$ cat config.mk
export PLATFORM = sky130hd
export DESIGN_NAME = dds_serial_loader
export DESIGN_NICKNAME = d
export VERILOG_FILES = /design/src/rtl/dds_ldr_pkg.sv /design/src/rtl/dds_tick_gen.sv /design/src/rtl/dds_frame_shifter.sv /design/src/rtl/dds_serial_loader.sv
export SDC_FILE = /design/constraint.sdc
export NUM_CORES = 1
export LEC_CHECK = 0
export CORE_UTILIZATION = 25
export CTS_BUF_LIST = sky130_fd_sc_hd__clkbuf_4 sky130_fd_sc_hd__clkbuf_8 sky130_fd_sc_hd__clkbuf_16
export CTS_CLUSTER_SIZE = 16
export DETAILED_ROUTE_END_ITERATION = 8
export SYNTH_ARGS = -nofsm -noshare
export SYNTH_HDL_FRONTEND = slang
export SYNTH_HIERARCHICAL = 1
export SYNTH_SLANG_ARGS = --single-unit
export TNS_END_PERCENT = 50
$ cat constraint.sdc
create_clock -name clk -period 5.5 [get_ports clk]
set_clock_uncertainty 0.15 [all_clocks]
set_input_delay 0.825 -clock clk [delete_from_list [all_inputs] [get_ports clk]]
set_output_delay 0.825 -clock clk [all_outputs]
set_load 0.05 [all_outputs]
$ cat src/rtl/dds_ldr_pkg.sv
package dds_ldr_pkg;

   typedef enum logic [3:0] {
      ST_INIT_SETUP,
      ST_INIT_CLK,
      ST_INIT_GAP,
      ST_INIT_LATCH,
      ST_IDLE,
      ST_BIT_SETUP,
      ST_BIT_HIGH,
      ST_LATCH_GAP,
      ST_LATCH
   } ldr_state_e;

   localparam int unsigned LDR_WORD_W = 32;
   localparam int unsigned LDR_CTRL_W = 8;

endpackage

$ cat src/rtl/dds_tick_gen.sv
module dds_tick_gen #(
   parameter int unsigned PULSE_CYC = 200
) (
   input  logic clk,
   input  logic rst_n,
   input  logic clr,
   output logic tick
);
   localparam int unsigned CNT_W = (PULSE_CYC > 1) ? $clog2(PULSE_CYC) : 1;
   localparam logic [CNT_W-1:0] CNT_LAST = CNT_W'(PULSE_CYC - 1);

   generate
      if (PULSE_CYC < 1) begin : g_bad_pulse
         $error("PULSE_CYC must be at least 1");
      end
   endgenerate

   logic [CNT_W-1:0] cnt_q;

   assign tick = (cnt_q == CNT_LAST);

   always_ff @(posedge clk or negedge rst_n) begin
      if (!rst_n)          cnt_q <= '0;
      else if (clr || tick) cnt_q <= '0;
      else                 cnt_q <= cnt_q + 1'b1;
   end

   AST_CNT_IN_RANGE: assert property (@(posedge clk) disable iff (!rst_n)
      (!tick && !clr) |=> (cnt_q != '0));

endmodule

$ cat src/rtl/dds_frame_shifter.sv
module dds_frame_shifter #(
   parameter int unsigned FRAME_W = 40
) (
   input  logic               clk,
   input  logic               rst_n,
   input  logic               load,
   input  logic [FRAME_W-1:0] load_val,
   input  logic               shift,
   output logic               bit_out,
   output logic               last
);
   localparam int unsigned IDX_W = $clog2(FRAME_W);
   localparam logic [IDX_W-1:0] IDX_LAST = IDX_W'(FRAME_W - 1);

   generate
      if (FRAME_W < 2) begin : g_bad_frame
         $error("FRAME_W must be at least 2");
      end
   endgenerate

   logic [FRAME_W-1:0] sreg_q;
   logic [IDX_W-1:0]   idx_q;

   assign bit_out = sreg_q[0];
   assign last    = (idx_q == IDX_LAST);

   always_ff @(posedge clk or negedge rst_n) begin
      if (!rst_n) begin
         sreg_q <= '0;
         idx_q  <= '0;
      end else if (load) begin
         sreg_q <= load_val;
         idx_q  <= '0;
      end else if (shift) begin
         sreg_q <= {1'b0, sreg_q[FRAME_W-1:1]};
         idx_q  <= last ? '0 : idx_q + 1'b1;
      end
   end

   AST_NO_LOAD_DURING_SHIFT: assert property (@(posedge clk) disable iff (!rst_n)
      !(load && shift));

endmodule

$ cat src/rtl/dds_serial_loader.sv
module dds_serial_loader
   import dds_ldr_pkg::*;
#(
   parameter int unsigned PULSE_CYC = 200,
   parameter int unsigned WORD_W    = LDR_WORD_W,
   parameter int unsigned CTRL_W    = LDR_CTRL_W
) (
   input  logic              clk,
   input  logic              rst_n,
   input  logic              req_valid,
   output logic              req_ready,
   input  logic [WORD_W-1:0] req_word,
   input  logic [CTRL_W-1:0] req_ctrl,
   output logic              busy,
   output logic              done,
   output logic              ser_data,
   output logic              ser_wclk,
   output logic              ser_latch
);
   localparam int unsigned FRAME_W = WORD_W + CTRL_W;

   generate
      if (WORD_W < 1 || CTRL_W < 1) begin : g_bad_widths
         $error("WORD_W and CTRL_W must be non-zero");
      end
   endgenerate

   ldr_state_e st_q, st_nxt;
   logic       tick, accept, bit_out, last_bit, shift_en, done_q;

   assign accept   = (st_q == ST_IDLE) && req_valid;
   assign shift_en = (st_q == ST_BIT_HIGH) && tick;

   dds_tick_gen #(.PULSE_CYC(PULSE_CYC)) tick_i (
      .clk   (clk),
      .rst_n (rst_n),
      .clr   (st_q == ST_IDLE),
      .tick  (tick)
   );

   dds_frame_shifter #(.FRAME_W(FRAME_W)) shifter_i (
      .clk      (clk),
      .rst_n    (rst_n),
      .load     (accept),
      .load_val ({req_ctrl, req_word}),
      .shift    (shift_en),
      .bit_out  (bit_out),
      .last     (last_bit)
   );

   always_comb begin
      st_nxt = st_q;
      unique case (st_q)
         ST_INIT_SETUP: if (tick) st_nxt = ST_INIT_CLK;
         ST_INIT_CLK:   if (tick) st_nxt = ST_INIT_GAP;
         ST_INIT_GAP:   if (tick) st_nxt = ST_INIT_LATCH;
         ST_INIT_LATCH: if (tick) st_nxt = ST_IDLE;
         ST_IDLE:       if (req_valid) st_nxt = ST_BIT_SETUP;
         ST_BIT_SETUP:  if (tick) st_nxt = ST_BIT_HIGH;
         ST_BIT_HIGH:   if (tick) st_nxt = last_bit ? ST_LATCH_GAP : ST_BIT_SETUP;
         ST_LATCH_GAP:  if (tick) st_nxt = ST_LATCH;
         ST_LATCH:      if (tick) st_nxt = ST_IDLE;
         default:       st_nxt = ST_INIT_SETUP;
      endcase
   end

   always_ff @(posedge clk or negedge rst_n) begin
      if (!rst_n) begin
         st_q   <= ST_INIT_SETUP;
         done_q <= 1'b0;
      end else begin
         st_q   <= st_nxt;
         done_q <= (st_q == ST_LATCH) && tick;
      end
   end

   assign req_ready = (st_q == ST_IDLE);
   assign busy      = (st_q == ST_BIT_SETUP) || (st_q == ST_BIT_HIGH) ||
                      (st_q == ST_LATCH_GAP) || (st_q == ST_LATCH);
   assign done      = done_q;
   assign ser_wclk  = (st_q == ST_INIT_CLK) || (st_q == ST_BIT_HIGH);
   assign ser_latch = (st_q == ST_INIT_LATCH) || (st_q == ST_LATCH);
   assign ser_data  = ((st_q == ST_BIT_SETUP) || (st_q == ST_BIT_HIGH)) && bit_out;

   AST_NO_WCLK_IN_LATCH: assert property (@(posedge clk) disable iff (!rst_n)
      !(ser_wclk && ser_latch));
   AST_READY_EXCL_BUSY: assert property (@(posedge clk) disable iff (!rst_n)
      !(req_ready && busy));
   AST_BUSY_AFTER_ACCEPT: assert property (@(posedge clk) disable iff (!rst_n)
      (req_valid && req_ready) |=> (busy && !req_ready));
   AST_DONE_SINGLE: assert property (@(posedge clk) disable iff (!rst_n)
      done |=> !done);
   AST_DONE_AFTER_LATCH: assert property (@(posedge clk) disable iff (!rst_n)
      done |-> ($fell(ser_latch) && req_ready));
   AST_DATA_SETUP: assert property (@(posedge clk) disable iff (!rst_n)
      $rose(ser_wclk) |-> $stable(ser_data));
   AST_DATA_HOLD: assert property (@(posedge clk) disable iff (!rst_n)
      (ser_wclk && $past(ser_wclk)) |-> $stable(ser_data));
   AST_IDLE_QUIET: assert property (@(posedge clk) disable iff (!rst_n)
      req_ready |-> (!ser_wclk && !ser_latch && !ser_data));

endmodule

==> results.toml <==
[global_routing]
first_global_vias = 2209
grt_usage = 0.1060
grt_pass1_wl_mm = 9.949
antenna_found_initial = 0
grt_overflow = 0
grt_max_degree = 88

[yosys]
synthDistinctLibCells = 36
syn_area_per_cell_um2 = 10.08
synth-edff-count = 0
synth_largest_area_cell = "dfrtp_1"
synth-seq-area-share = 0.5104
synth_cells = 287
yosysWarningCount = 6
synth_top_cell_area_share = 0.5104
synth.top_cells.by_area = "dfrtp_1, mux2i_1, o21ai_1"
synth_ff_type = "dfrtp_1"
syn-num-nets = 333
synth_area_um2 = 2893
ys_ff_latch = 59
synth-async-reset-ratio = 1.000

[power_and_ir_drop]
totalPowerFinal_mw = 0.9973
p_leak_nw = 1.271
vdd.ir_drop.worst_mv = 0.1286
power-per-cell-area_nw_per_um2 = 265.2

[sta]
holdWs_ps = 398.6
worst_slew_pin_slew_ps = 974.0
rsz0062_at_grt = "no"
setup-violations-final = 0
fin_setup_tns_ps = 0
maxSlewHeadroom = 0.3447
hold_viol = 0
layout_min_cycle_time_ps = 3787
max_freq_mhz = 264.1
layout_setup_ws_ps = 1713
final-max-slew-violation-count = 0
min_period_over_period = 0.6885

[final_layout]
syn_to_final_growth_pct = 30.02
drive_gt1_frac = 0.07440
antenna_cells = 0
final_cell_mix = "dfrtp_1, nand2_1, clkdlybuf4s50_1, mux2i_1, o21ai_1"
mostFrequentLayoutCell = "dfrtp_1"
final_nets = 378
utilization = 0.3395

[clock_network]
cts.clk_slew.worst_paths_ps = 50
cts_buffers = 9
post_cts_resized = 0
ctsHoldBuffers = 0
cts_tree = "yes"
root_buffer = "clkbuf_16"
htreeDepth = 3
ctsLongestPathBuffers = 2
cts_setup_buffers = 0
insertion_delay_ps = 320
cts.sinks = 59

[setup_path]
required_ps = 5570
worstPathMaxFanout = 48
endpoint_kind = "register"
startpoint_type = "register"
crit_type = "reg2reg"
arrival_ps = 3860

[drt]
via_count = 2143
viasPerCell = 4.502
ant_nets = 0
routed_wl_mm = 5.659
drtIter0Drc = 157
wl_per_cell_um = 11.89
detail_route.first_pass.iterations = 5
drcViolationCount = 0

[floorplanning]
initial_utilization = 0.2611
fp.dieW_um = 109.6
io_pins = 49
die_y_um = 109.6
die_area_um2 = 12010
num_rows = 38
core_region_area_um2 = 11080

[job]
max-cap-violations = 0

[placement]
hpwl_mm = 3.717
port_buffers = 48
place_ws_ps = 1715
gp_congestion = 0.7927

[hold_path]
hold_path_class = "reg2reg"

[status]
status = "finished, final reports clean"
==> cell families after synthesis <==
kind of cell,Yosys count,synth area share
and+or+nand+nor,91,0.1458
DFF,59,0.5104
buffers and inverters,23,0.04152
adders and majority gates,3,0.01298
xor gates and xnor gates,7,0.02119
AOI/OAI and AO/OA,63,0.1263
muxes,41,0.1419
==> per-layer routing <==
layer	global-route usage	wire, um	vias up
li1	-	-	1087
met1	0.1269	2731	1003
met2	0.1788	2614	48
met3	0.03557	263	5
met4	0.03429	50	0
met5	0	0	-
==> power by group <==
group	switching [mW]	total, mW	internal, mW
Clock	0.182	0.524	0.342
Combinational	0.0126	0.0384	0.0259
Sequential	0	0.435	0.435
==> cell type report <==
class | count | area [um2]
Multi-Input combinational cell | 205 | 1303
Tap cell | 140 | 175.2
Fill cell | 1123 | 7317
Sequential cell | 59 | 1476
Inverter | 6 | 25.02
Timing Repair Buffer | 51 | 498.0
Clock buffer | 13 | 274.0
Clock inverter | 2 | 10.01
==> cells in the mapped netlist (5+ instances only) <==
cell type	number
a21oi_1	9
xor2_1	6
inv_1	5
or3_1	5
nor2_1	10
nor2b_1	5
nand2_1	48
nand3_1	5
o21ai_1	40
dfrtp_1	59
clkbuf_1	5
mux2i_1	41
nand2b_1	5
o21ai_0	5
==> state kept, by name, indices dropped and copies added (netlist names) <==
signal            flops
shifter_i/idx_q       6
tick_i/cnt_q          8
shifter_i/sreg_q     40
st_q                  4
done                  1
==> path summary, 6_finish.rpt <==
check                                           from                    to  slack (ps)  cells after the start
worst max-delay path                 tick_i/cnt_q[0]    shifter_i/idx_q[5]        1710                      9
worst min-delay path            shifter_i/sreg_q[39]  shifter_i/sreg_q[39]         400                      2
worst max register to register       tick_i/cnt_q[0]    shifter_i/idx_q[5]        1710                      9
worst min register to register  shifter_i/sreg_q[39]  shifter_i/sreg_q[39]         400                      2
max in group asynchronous                      rst_n   shifter_i/sreg_q[8]        4200                      2
min in group asynchronous                      rst_n               st_q[0]         500                      2
==> metrics by stage <==
| step | cells | cell area (um2) |
|---|---|---|
| floorplan | 287 | 2893 |
| global placement | 461 | 3477 |
| detailed placement | 461 | 3477 |
| CTS | 476 | 3761 |
| global route | 476 | 3761 |
| finish | 476 | 3761 |
==> worst max-delay path: stages (launching register included) <==
cell       delay (ps)
dfrtp_1           440
ha_1              210
nand4b_1          170
nor4_1            780
nand2_1           230
nor3_2            160
buf_4             600
o2111ai_1         260
or3_1             420
a221oi_2          240
(Power assumes the default switching activity.)
